==> src/rtl/kbd_init_pkg.sv <==
// Package: shared constants, state type and the command script for the
// keyboard bring-up sequencer. Assumes a script of at most 8 steps.
package kbd_init_pkg;

    localparam int STEP_W = 3;
    localparam logic [STEP_W-1:0] LAST_STEP = 3'd6;

    localparam logic [7:0] RSP_ACK    = 8'hFA;
    localparam logic [7:0] RSP_PASS   = 8'hAA;
    localparam logic [7:0] RSP_RESEND = 8'hFE;

    typedef struct packed {
        logic       sends;     // step transmits a byte
        logic [7:0] cmd;       // byte transmitted
        logic [7:0] want_rsp;  // reply that lets the step pass
    } step_t;

    typedef enum logic [2:0] {
        SQ_WAIT_TX,
        SQ_SEND,
        SQ_DELAY,
        SQ_REPLY,
        SQ_DONE,
        SQ_FAIL
    } seq_state_e;

    // Returns the script entry for a step index.
    function automatic step_t step_info(input logic [STEP_W-1:0] idx);
        step_t e;
        e = '{sends: 1'b1, cmd: 8'h00, want_rsp: RSP_ACK};
        case (idx)
            3'd0: e.cmd = 8'hFF;
            3'd1: e = '{sends: 1'b0, cmd: 8'h00, want_rsp: RSP_PASS};
            3'd2: e.cmd = 8'hF5;
            3'd3: e.cmd = 8'hF6;
            3'd4: e.cmd = 8'hF0;
            3'd5: e.cmd = 8'h01;
            3'd6: e.cmd = 8'hF4;
            default: e.cmd = 8'h00;
        endcase
        return e;
    endfunction

endpackage

==> src/rtl/kbd_script_rom.sv <==
// Script lookup: maps a step index to its command, reply and send flag.
// Assumes indices beyond the last step are never acted on.
module kbd_script_rom
    import kbd_init_pkg::*;
(
    input  logic [STEP_W-1:0] step,
    output step_t             entry
);

    // Combinational lookup into the fixed script.
    always_comb entry = step_info(step);

endmodule

==> src/rtl/kbd_cycle_timer.sv <==
// Saturating cycle counter with synchronous clear, used for the post-send
// delay and for the reply timeout. Assumes clr has priority over en.
module kbd_cycle_timer #(
    parameter int W = 16
) (
    input  logic         clk,
    input  logic         rst_n,
    input  logic         clr,
    input  logic         en,
    output logic [W-1:0] count
);

    // Count up while enabled, hold at all-ones, restart on clear.
    always_ff @(posedge clk) begin
        if (!rst_n || clr)
            count <= '0;
        else if (en && count != '1)
            count <= count + 1'b1;
    end

endmodule

==> src/rtl/kbd_init_seq.sv <==
// Keyboard bring-up sequencer top. Walks the command script, sends each
// byte when the port transmitter is empty, waits DELAY_CYC cycles, then
// checks the reply. It retries on resend requests and times out a silent
// keyboard. Assumes the port clears rx_full in the cycle after rx_take.
module kbd_init_seq
    import kbd_init_pkg::*;
#(
    parameter int DELAY_CYC = 1000,
    parameter int TO_W      = 16,
    parameter int MAX_RETRY = 3
) (
    input  logic              clk,
    input  logic              rst_n,
    input  logic              start,
    input  logic [TO_W-1:0]   timeout_lim,
    input  logic              tx_empty,
    output logic              tx_valid,
    output logic [7:0]        tx_byte,
    input  logic              rx_full,
    input  logic [7:0]        rx_byte,
    output logic              rx_take,
    output logic              done,
    output logic              error,
    output logic [STEP_W-1:0] fail_step
);

    localparam int DLY_W = $clog2(DELAY_CYC + 1);
    localparam int RTY_W = $clog2(MAX_RETRY + 1);
    localparam logic [DLY_W-1:0] DLY_END = DLY_W'(DELAY_CYC - 1);
    localparam logic [RTY_W-1:0] RTY_MAX = RTY_W'(MAX_RETRY);

    seq_state_e        state;
    logic [STEP_W-1:0] step;
    logic [STEP_W-1:0] step_nx;
    logic [RTY_W-1:0]  retry;
    step_t             cur;
    step_t             nxt;
    logic [DLY_W-1:0]  dly_cnt;
    logic [TO_W-1:0]   to_cnt;

    assign step_nx = step + 1'b1;

    kbd_script_rom u_cur_rom (.step(step),    .entry(cur));
    kbd_script_rom u_nxt_rom (.step(step_nx), .entry(nxt));

    kbd_cycle_timer #(.W(DLY_W)) u_delay (
        .clk   (clk),
        .rst_n (rst_n),
        .clr   (state == SQ_SEND),
        .en    (state == SQ_DELAY),
        .count (dly_cnt)
    );

    kbd_cycle_timer #(.W(TO_W)) u_timeout (
        .clk   (clk),
        .rst_n (rst_n),
        .clr   (state != SQ_REPLY || rx_full),
        .en    (state == SQ_REPLY),
        .count (to_cnt)
    );

    // Port-side strobes decoded from the state.
    always_comb begin
        tx_valid = (state == SQ_SEND);
        tx_byte  = cur.cmd;
        rx_take  = (state == SQ_REPLY) && rx_full;
    end

    // Script walker: state, step, retries and result flags.
    always_ff @(posedge clk) begin
        if (!rst_n || start) begin
            state     <= SQ_WAIT_TX;
            step      <= '0;
            retry     <= '0;
            done      <= 1'b0;
            error     <= 1'b0;
            fail_step <= '0;
        end else begin
            case (state)
                SQ_WAIT_TX: if (tx_empty) state <= SQ_SEND;
                SQ_SEND:    state <= SQ_DELAY;
                SQ_DELAY:   if (dly_cnt == DLY_END) state <= SQ_REPLY;
                SQ_REPLY: begin
                    if (rx_full) begin
                        if (rx_byte == cur.want_rsp) begin
                            retry <= '0;
                            if (step == LAST_STEP) begin
                                state <= SQ_DONE;
                                done  <= 1'b1;
                            end else begin
                                step  <= step_nx;
                                state <= nxt.sends ? SQ_WAIT_TX : SQ_REPLY;
                            end
                        end else if (cur.sends && rx_byte == RSP_RESEND
                                     && retry < RTY_MAX) begin
                            retry <= retry + 1'b1;
                            state <= SQ_WAIT_TX;
                        end else begin
                            state     <= SQ_FAIL;
                            error     <= 1'b1;
                            fail_step <= step;
                        end
                    end else if (to_cnt == timeout_lim) begin
                        state     <= SQ_FAIL;
                        error     <= 1'b1;
                        fail_step <= step;
                    end
                end
                default: state <= state;
            endcase
        end
    end

endmodule

==> config.mk <==
export PLATFORM = sky130hd
export DESIGN_NAME = kbd_init_seq
export DESIGN_NICKNAME = d
export VERILOG_FILES = /design/src/rtl/kbd_init_pkg.sv /design/src/rtl/kbd_script_rom.sv /design/src/rtl/kbd_cycle_timer.sv /design/src/rtl/kbd_init_seq.sv
export SDC_FILE = /design/constraint.sdc
export NUM_CORES = 1
export LEC_CHECK = 0
export ABC_AREA = 1
export BUFFER_PORTS_ARGS = -buffer_cell sky130_fd_sc_hd__buf_2
export CAP_MARGIN = 20
export CORE_MARGIN = 2
export CORE_UTILIZATION = 55
export CTS_BUF_LIST = sky130_fd_sc_hd__clkbuf_8 sky130_fd_sc_hd__clkbuf_16
export DETAILED_ROUTE_END_ITERATION = 8
export PLACE_DENSITY = 0.83
export SYNTH_ARGS = -nofsm -noshare
export SYNTH_HDL_FRONTEND = slang
export SYNTH_SLANG_ARGS = --single-unit
==> constraint.sdc <==
create_clock -name clk -period 2.2 [get_ports clk]
set_input_delay 0.11 -clock clk [delete_from_list [all_inputs] [get_ports clk]]
set_output_delay 0.11 -clock clk [all_outputs]
set_load 0.05 [all_outputs]
# Word level (Yosys, flattened, before mapping)
# Index checks and enable logic that the tools add are counted.
# op_classes
bitwise_logic,1
n_eq_ne,22
n_reduce_logical,20
add_sub_neg,4
magnitude_cmp,1
muxes,22
# ops
cell,count
$pmux 8 s6,1
$mux 3,11
$add 16x1->16 const B,1
$eq 16x16->1,1
$ne 16x16->1 const B,1
$reduce_and 4->1,4
$eq 3x2->1 const B,4
$pmux 3 s4,1
$add 10x1->10 const B,1
$eq 10x10->1 const B,1
$ne 10x10->1 const B,1
$eq 3x1->1 const B,3
$eq 3x3->1 const B,3
$eq 8x8->1,1
$eq 8x8->1 const B,1
$ne 2x2->1 const B,4
$mux 7,1
$logic_not 3->1,2
$mux 2,3
$logic_and 1x1->1,5
$mux 1,5
$logic_or 1x1->1,4
$reduce_bool 2->1,2
$reduce_bool 4->1,1
other kinds (8),8
# word_totals
word_cells,78
regBits,39
out_inout_bits,15
inputBits,29

# Depth between registers and ports, before layout
# Gate-level depths: netlist of run 1.
# logic_depth
depth_word,8
ltp_mapped,14
mapped_depth_nobuf,14

# By module
# From an unflattened synthesis of run 1, not the netlist that was laid out.
# unflattened
cells_unflattened,515
hier_area_um2,3123.0
# modules_own_cells
module,seq_area_each_um2,area_each_um2,cells_each,n_inst
kbd_init_seq,260.2,1251.2,219,1
kbd_cycle_timer (u_timeout),320.3,962.2,145,1
kbd_cycle_timer (u_delay),200.2,596.8,93,1
kbd_script_rom,0.0,156.4,29,2

# Worst setup path after synthesis of run 1
# No wires, ideal clock.
# synth_path
path_kind,register -> output
startpoint,reg step[0]
endpoint,out tx_byte[2]
path_stages_with_launch,8
required_ns,2.090
path_slack_ns,0.005
arrival_ns,2.085
path_buffers,0
cell_sequence,dfxtp_1 > ha_1 > inv_1 > o211ai_1 > a21oi_1 > inv_1 > a21oi_1 > nand2_1
# synth_via
elab_chain_len,2
word_cells_on_any_way,7
cone_classes,5 x eq/ne; 1 x mux; 1 x reduce/logical
# synth_lines
element,line_no,text
start: declaration,kbd_init_seq.sv:33,logic [STEP_W-1:0] step;
start signal: assignment,kbd_init_seq.sv:91,step <= step_nx;
$eq 3x3->1 (tied with other cells),kbd_init_pkg.sv:31,case (idx)
$pmux 8 s6 *,kbd_init_pkg.sv:31,
end: declaration,kbd_init_seq.sv:18,"output logic [7:0] tx_byte,"
# Mark *: on every way between the ends. The rest lies on a longest branch, timed or not.

# Worst setup path after layout of run 1
# layout_path
startpoint,reg step[1]
endpoint,out tx_byte[2]
# Same word-level chain as after synthesis.

==> metrics.txt, run 1 <==
status=complete, no violations; nets@finish=498; Starting DRT DRC Count=145; initial core utilization=58.2%; Final Total Pwr=0.00134 W; clock network power share=37.1%; post-route clock period utilization=90.9%; clock buffer count from CTS=5; warnings from Yosys=0; met3 Use GR=4.28%; met2 GRT Util=37.1%; clk buf depth=2; Peak VDD IR=0.000256 V; final setup margin=0.201 ns; antenna violations before repair=0; DRT Pass-1 Iters=4; largest net degree at the start of global routing=18; htree depth=2; first-pass GRT wire length=9.50 mm; Post-Syn Instances=415; Seq/Total Area, Yosys=30.2%; vias in the first global route=2,247; Mapped Area=2590 sq um; hold buffers post-CTS=0; PostCTS Resize Cnt=0; TNS Setup=0 ns; row count=24; Slew Viols, Final=0; crit start category=register; port bufs=43; CP Class=register to output port; routability cong.=0.887; DRC=0; Routed Antenna Nets=0; Net Sw Frac=26.9%; CP Data Required Time=2.09 ns; Clk Tree Root Cell=clkbuf_8; non-filler cells, final=514; sequential share of power=53.3%; power density of the placed cells=458 nW/um^2; max_cap viols=0; HP Class=primary input to register; busiest grt layer=met2; Final Hold Vio Count=0; Antenna diodes=0; minimum clock period=2.00 ns; Rel. slew slack=69.3%; number of setup violations in the final report=0; io pins=44; via count=2,626; die width=72.6 um; CP Data Arrival Time=1.89 ns; postcts setup bufs=0; Skew-Pair Late Insertion Delay=0.30 ns; CTS tree=built; f_max=500 MHz; post-synthesis cell type count=32; overall routing resource usage=22.5%; clk slew on worst S/H paths=0.08 ns; dpl hpwl=4.31 mm; placed cells=506; #FFs+latches synth=39; CTS Sinks=39; worst-path maximum fanout=5; GR Layer Usage met1=29.6%; Post-Place Worst Slack=0.386 ns; DR WL/cell=10.8 um; RSZ-0062 raised after global routing=false; share of cells above drive strength 1=17.5%; Remaining Overflow, GRT=0; Int Pwr=0.000979 W; critical path endpoint category=output port; measured slew at the worst slew-check pin=0.457 ns; Avg Inst Size Synth=6.23 sq um; # fillers=409; die area=5270 sq um; Util after Layout=65.8%; Fin Clk Skew=0.00371 ns; final WL=5.56 mm; die height=72.6 um; Core Box Area=4440 sq um; Gate power share=9.6%; static leakage=1.32 nW; Area growth, synth to finish=13.0%; Via-to-Cell Ratio=5.11; Post-Syn Nets=452; Switching Power=0.000361 W
[cell type report]
type / count / area, sq um / area share (%)
repair buffers: 43 / 215 / 7.36
inverters: 76 / 285 / 9.76
flip-flops and latches: 39 / 782 / 26.8
clock buffers: 5 / 68.8 / 2.35
multi-input cells: 296 / 1490 / 50.9
well taps: 52 / 65.1 / 2.23
clock inverters: 3 / 20.0 / 0.685
[registers in the layout, indices dropped and copies added, names as in the netlist]
register         count
fail_step            3
u_delay.count       10
state                3
step                 3
retry                2
done                 1
error                1
u_timeout.count     16
[path summary, 6_finish.rpt]
path	startpoint	endpoint	slack, ns	cells after the start
setup / recovery	step[1]	tx_byte[2]	0.20	9
hold / removal	start	state[1]	0.17	4
setup reg to reg	u_timeout.count[0]	u_timeout.count[5]	0.35	9
hold reg to reg	error	error	0.48	2
[layer usage]
layer | vias to the layer above | part of all wire, %
met3 | 7 | 5.5
met1 | 1164 | 47
met5 | - | 0
li1 | 1383 | -
met4 | 0 | 1.4
met2 | 72 | 46
[power groups by stage]
| stage | sequential (W) | clock [W] | combinational, W |
|---|---|---|---|
| 2_1_floorplan | 0.000731 | 0 | 0.0000815 |
| 3_3_place_gp | 0.000731 | 0 | 0.000124 |
| 3_5_place_dp | 0.000731 | 0 | 0.000128 |
| 4_1_cts | 0.000715 | 0.000501 | 0.000128 |
| 5_1_grt | 0.000716 | 0.000526 | 0.000148 |
| 6_report | 0.000715 | 0.000497 | 0.000128 |
[Yosys cell counts]
master	number	area share [%]
xor2_1	6	2.0
nor3_2	1	0.39
xnor2_1	1	0.34
nand2_4	4	1.7
nor2_1	55	8.0
a211oi_1	2	0.58
nor3_4	1	0.63
o211ai_1	1	0.29
nand2_1	113	16
a21oi_1	26	5.0
inv_1	67	9.7
nor2_4	1	0.44
ha_1	8	3.9
o21ai_0	17	3.3
nand3_2	1	0.39
nand3_1	18	3.5
nor2_8	1	0.77
a31oi_1	2	0.48
inv_2	9	1.3
nor3b_2	3	1.5
nand4_1	3	0.73
o31ai_1	1	0.29
o21ai_1	3	0.58
nor2_2	2	0.48
nor3_1	17	3.3
and3_1	1	0.24
a211oi_2	1	0.48
nand2_2	5	1.2
buf_6	1	0.44
nor3b_1	2	0.58
dfxtp_1	39	30
buf_4	3	0.87
[through the flow]
step / cell area [sq um] / hold slack (ns)
2_1_floorplan: 2590 / 0.274
3_3_place_gp: 2830 / 0.458
3_5_place_dp: 2830 / 0.462
4_1_cts: 2920 / 0.163
5_1_grt: 2920 / 0.208
6_report: 2920 / 0.171
[placed cells by master, fill, tap and decap left out, types with 4 or more instances in the layout]
master | synthesis | layout
buf_2 | 0 | 43
inv_2 | 9 | 9
nor3_1 | 17 | 17
clkbuf_8 | 0 | 5
nand3_1 | 18 | 18
nand2_1 | 113 | 113
nand2_4 | 4 | 4
ha_1 | 8 | 8
nand2_2 | 5 | 5
a21oi_1 | 26 | 26
xor2_1 | 6 | 6
inv_1 | 67 | 67
o21ai_0 | 17 | 17
dfxtp_1 | 39 | 38
nor2_1 | 55 | 55
[cell families (layout without fill, tap and decap cells)]
group           after synthesis  in the layout  share of synthesized area [%]
compound gates               53             53                           11.0
flops                        39             39                           30.2
fa+ha+maj                     8              8                           3.87
xor+xnor                      7              7                           2.37
buf+inv                      80            127                           12.3
simple gates                228            228                           40.2
[worst max-delay path, stage by stage (launching register included)]
cell,delay [ns]
dfxtp_1,0.39
inv_1,0.10
ha_1,0.22
inv_1,0.08
o211ai_1,0.15
a21oi_1,0.16
inv_1,0.05
a21oi_1,0.17
nand2_1,0.06
buf_2,0.21
No activity file was read; power rests on OpenSTA's default activity.
==> inputs of run 2 (changes only) <==
--- a/config.mk
+++ b/config.mk
@@ -9,10 +9,10 @@
 export BUFFER_PORTS_ARGS = -buffer_cell sky130_fd_sc_hd__buf_2
 export CAP_MARGIN = 20
 export CORE_MARGIN = 2
-export CORE_UTILIZATION = 55
+export CORE_UTILIZATION = 40
 export CTS_BUF_LIST = sky130_fd_sc_hd__clkbuf_8 sky130_fd_sc_hd__clkbuf_16
 export DETAILED_ROUTE_END_ITERATION = 8
-export PLACE_DENSITY = 0.83
+export PLACE_DENSITY = 0.65
 export SYNTH_ARGS = -nofsm -noshare
 export SYNTH_HDL_FRONTEND = slang
 export SYNTH_SLANG_ARGS = --single-unit
==> metrics.txt, run 2 (synthesis results as in run 1) <==
status=complete, no violations; TNS Setup=0 ns; HP Class=primary input to register; worst-path maximum fanout=5; Remaining Overflow, GRT=0; DRT Pass-1 Iters=7; f_max=509 MHz; Area after DPL=2860 sq um; CP max-delay cell=dfxtp_1; Core Box Area=6310 sq um; share of cells above drive strength 1=17.5%; Peak VDD IR=0.000282 V; CP peak stage delay=0.39 ns; clk buf depth=2; number of setup violations in the final report=0; CP Class=register to output port; CP Data Required Time=2.09 ns; routability cong.=0.833; CP Data Arrival Time=1.85 ns; RSZ-0062 raised after global routing=false; dpl hpwl=4.34 mm; Starting DRT DRC Count=97; power density of the placed cells=451 nW/um^2; biggest regs=u_timeout.count x16, u_delay.count x10; PostCTS Resize Cnt=0; CTS tree=built; Worst Path Buf+Inv=4; htree depth=2; DR WL/cell=10.1 um; Design Area, Final=2950 sq um; Slew Viols, Final=0; Fin Clk Skew=0.00442 ns; hold buffers post-CTS=0; critical path's top delay family=compound AO/OA/AOI/OAI gates; first-pass GRT wire length=9.41 mm; final WL=5.43 mm; CTS Sinks=39; Final Hold Vio Count=0; Via-to-Cell Ratio=4.69; port bufs=43; initial core utilization=41.0%; clk slew on worst S/H paths=0.08 ns; die height=84.4 um; overall routing resource usage=15.6%; Rel. slew slack=68.3%; DRC=0; clock buffer count from CTS=5; crit start category=register; Antenna diodes=0; die width=84.4 um; Area growth, synth to finish=14.2%; Util after Layout=46.8%; largest net degree at the start of global routing=18; Skew-Pair Late Insertion Delay=0.29 ns; via count=2,526; postcts setup bufs=0; row count=29; io pins=44; minimum clock period=1.96 ns; register bank with the most flops=u_timeout.count; measured slew at the worst slew-check pin=0.472 ns; CP most frequent cell=inv_1; critical path endpoint category=output port; vias in the first global route=2,267; post-route clock period utilization=89.2%; Largest register FFs=16; commonest non-fill, non-tap cell in the layout=nand2_1; antenna violations before repair=0; max_cap viols=0; die area=7130 sq um; worst-path cell chain=inv_1 > ha_1 > inv_1 > o211ai_1 > a21oi_1 > inv_1 > a21oi_1 > nand2_1 > buf_2; nets@finish=498; static leakage=1.32 nW; Clk Tree Root Cell=clkbuf_8; most frequent cells in the layout=nand2_1, inv_1, nor2_1; Routed Antenna Nets=0
## run 2: cell counts in the layout (fill, tap and decap cells not counted)
Identical to the previous run, type by type.
## run 2: final cells by class
cell class,count,area (sq um)
Fill cell,693,3360
Multi-Input combinational cell,296,1490
Sequential cell,39,782
Inverter,76,285
Timing Repair Buffer,43,215
Tap cell,77,96.3
Clock buffer,5,68.8
Clock inverter,3,20.0
## run 2: worst paths after layout
kind	start	end	slack (ns)	cells after the start
setup / recovery	step[1]	tx_byte[2]	0.24	9
hold / removal	start	state[1]	0.15	4
setup reg to reg	u_timeout.count[0]	u_timeout.count[5]	0.34	9
hold reg to reg	u_delay.count[2]	u_delay.count[2]	0.47	2
## run 2: report_power, final
group	total [W]	switching (W)	internal, W
registers	0.000715	0.00000466	0.000710
logic	0.000125	0.0000770	0.0000484
clock network	0.000491	0.000270	0.000221
total	0.00133	0.000352	0.000979
## run 2: routing by layer
| metal | up-vias | track usage [%] | part of all wire [%] | wire length, um |
|---|---|---|---|---|
| li1 | 1383 | - | - | - |
| met1 | 1095 | 20.7 | 50 | 2730 |
| met2 | 41 | 25.6 | 44 | 2400 |
| met3 | 7 | 3.34 | 4.0 | 217 |
| met4 | 0 | 4.47 | 1.4 | 76 |
| met5 | - | 0 | 0 | 0 |
## run 2: worst register-to-register path, delay by kind of cell (launching register included)
kind	cells	cell delay, ns
adder cells (fa/ha/maj)	1	0.23
buffers and inverters	1	0.16
flip-flops	1	0.40
AND/OR/NAND/NOR	7	0.94
## run 2: metrics by stage
step                instances  setup WS (ns)  power, W  hold slack [ns]
global route              539         0.0272   0.00140            0.200
CTS                       539          0.178   0.00135            0.157
floorplan                 415        0.00463  0.000813            0.274
finish                    539          0.237   0.00133            0.151
detailed placement        531          0.344  0.000858            0.464
global placement          531          0.455  0.000856            0.463
==> inputs of run 3 (changes only) <==
--- a/config.mk
+++ b/config.mk
@@ -10,9 +10,9 @@
 export CAP_MARGIN = 20
 export CORE_MARGIN = 2
 export CORE_UTILIZATION = 40
-export CTS_BUF_LIST = sky130_fd_sc_hd__clkbuf_8 sky130_fd_sc_hd__clkbuf_16
 export DETAILED_ROUTE_END_ITERATION = 8
 export PLACE_DENSITY = 0.65
+export RECOVER_POWER = 100
 export SYNTH_ARGS = -nofsm -noshare
 export SYNTH_HDL_FRONTEND = slang
 export SYNTH_SLANG_ARGS = --single-unit
==> metrics.txt, run 3 (synthesis results as in run 1) <==
status=complete, no violations; HP Class=primary input to register; max_cap viols=0; # fillers=707; Switching Power=0.000347 W; postcts setup bufs=0; Routed Antenna Nets=0; Remaining Overflow, GRT=0; WHS Path Cells=4; clk buf depth=2; Area after DPL=2860 sq um; die height=84.4 um; CTS Sinks=39; crit start category=register; port bufs=43; minimum clock period=1.99 ns; number of setup violations in the final report=0; r2r endpoint=u_delay.count[5]; clock network power share=36.9%; reg2reg start=u_delay.count[0]; Via-to-Cell Ratio=4.68; TNS Setup=0 ns; Starting DRT DRC Count=96; row count=29; CP peak stage delay=0.39 ns; most frequent cells in the layout=nand2_1, inv_1, nor2_1; overall routing resource usage=15.6%; Largest register FFs=16; register bank with the most flops=u_timeout.count; die area=7130 sq um; die width=84.4 um; largest net degree at the start of global routing=18; Clk Tree Root Cell=clkbuf_8; clock buffer count from CTS=5; antenna violations before repair=0; commonest non-fill, non-tap cell in the layout=nand2_1; worst-path cell chain=inv_1 > ha_1 > inv_1 > o211ai_1 > a21oi_1 > inv_1 > a21oi_1 > inv_1 > clkbuf_2; RSZ-0062 raised after global routing=false; Design Area, Final=2880 sq um; worst hold start=start; Antenna diodes=0; worst-path maximum fanout=5; dpl hpwl=4.34 mm; post-route clock period utilization=90.2%; R2R depth=12; Rel. slew slack=59.9%; CP Data Arrival Time=1.88 ns; first-pass GRT wire length=9.41 mm; Core Box Area=6310 sq um; final WL=5.43 mm; Gate power share=9.1%; CP Class=register to output port; CP Data Required Time=2.09 ns; share of cells above drive strength 1=11.5%; Final Hold Vio Count=0; multi-input logic area=1420 sq um; initial core utilization=41.0%; Area growth, synth to finish=11.2%; DRC=0; CP most frequent cell=inv_1; biggest regs=u_timeout.count x16, u_delay.count x10; sequential cell area=782 sq um; CTS tree=built; vias in the first global route=2,267; power density of the placed cells=461 nW/um^2; Hold EP=state[1]; Skew-Pair Late Insertion Delay=0.29 ns; htree depth=2; measured slew at the worst slew-check pin=0.605 ns; static leakage=1.26 nW; nets@finish=498; io pins=44; via count=2,522; DRT Pass-1 Iters=5; Peak VDD IR=0.000283 V; Net Sw Frac=26.2%; Fin Clk Skew=0.00458 ns; routability cong.=0.833; critical path endpoint category=output port; Int Pwr=0.000977 W; flop2flop setup slack=0.21 ns; clk slew on worst S/H paths=0.08 ns; CP max-delay cell=dfxtp_1; f_max=504 MHz; Slew Viols, Final=0; sequential share of power=54.0%; DR WL/cell=10.1 um
## run 3: changes by cell type in the layout (fill, tap and decap cells not counted), sizes merged
cell,previous run,this run
buf,43,30
clkbuf,5,18
## run 3: cell type report
type	instances	share of cell area, %
Inverter	76	9.92
Sequential cell	39	27.2
Multi-Input combinational cell	296	49.5
Clock inverter	3	0.696
Clock buffer	5	2.39
Tap cell	77	3.35
Timing Repair Buffer	43	6.96
## run 3: worst max-delay path by stage
| stage | startpoint | end | slack [ns] |
|---|---|---|---|
| final | step[1] | tx_byte[1] | 0.21 |
| after global routing | step[1] | tx_byte[2] | 0.02 |
| after CTS | step[0] | tx_byte[2] | 0.18 |
| after detailed placement | u_timeout.count[0] | u_timeout.count[5] | 0.34 |
| after global placement | u_timeout.count[0] | u_timeout.count[5] | 0.45 |
| after floorplan | step[0] | tx_byte[2] | 0.005 |
## run 3: power by group through the flow
stage          sequential, W  clock, W  combinational [W]
5_1_grt             0.000716  0.000533           0.000143
4_1_cts             0.000715  0.000507           0.000127
3_5_place_dp        0.000731         0           0.000127
2_1_floorplan       0.000731         0          0.0000815
3_3_place_gp        0.000731         0           0.000125
6_report            0.000715  0.000489           0.000121
## run 3: per-stage QoR
stage	total power [W]	setup WS (ns)	cells	hold WS, ns	utilization, %
2_1_floorplan	0.000813	0.00463	415	0.274	-
3_3_place_gp	0.000856	0.455	531	0.463	45.4
3_5_place_dp	0.000858	0.344	531	0.464	45.4
4_1_cts	0.00135	0.178	539	0.157	46.8
5_1_grt	0.00139	0.0167	539	0.199	45.5
6_report	0.00132	0.215	539	0.155	45.5
## run 3: what timing repair did
action	in CTS	in global routing
endpoints found under the setup margin	0	1
hold buffers	0	0
gates resized for setup	0	1
## run 3: metal layers
layer | wire [um] | vias up | GRT usage [%]
li1 | - | 1380 | -
met1 | 2710 | 1091 | 20.7
met2 | 2410 | 44 | 25.6
met3 | 227 | 7 | 3.34
met4 | 78 | 0 | 4.47
met5 | 0 | - | 0
## run 3: critical path, delay by kind of cell (launching register included)
family	cells	cell delay, ns
buf+inv	5	0.51
compound gates	3	0.46
flops	1	0.39
fa+ha+maj	1	0.21
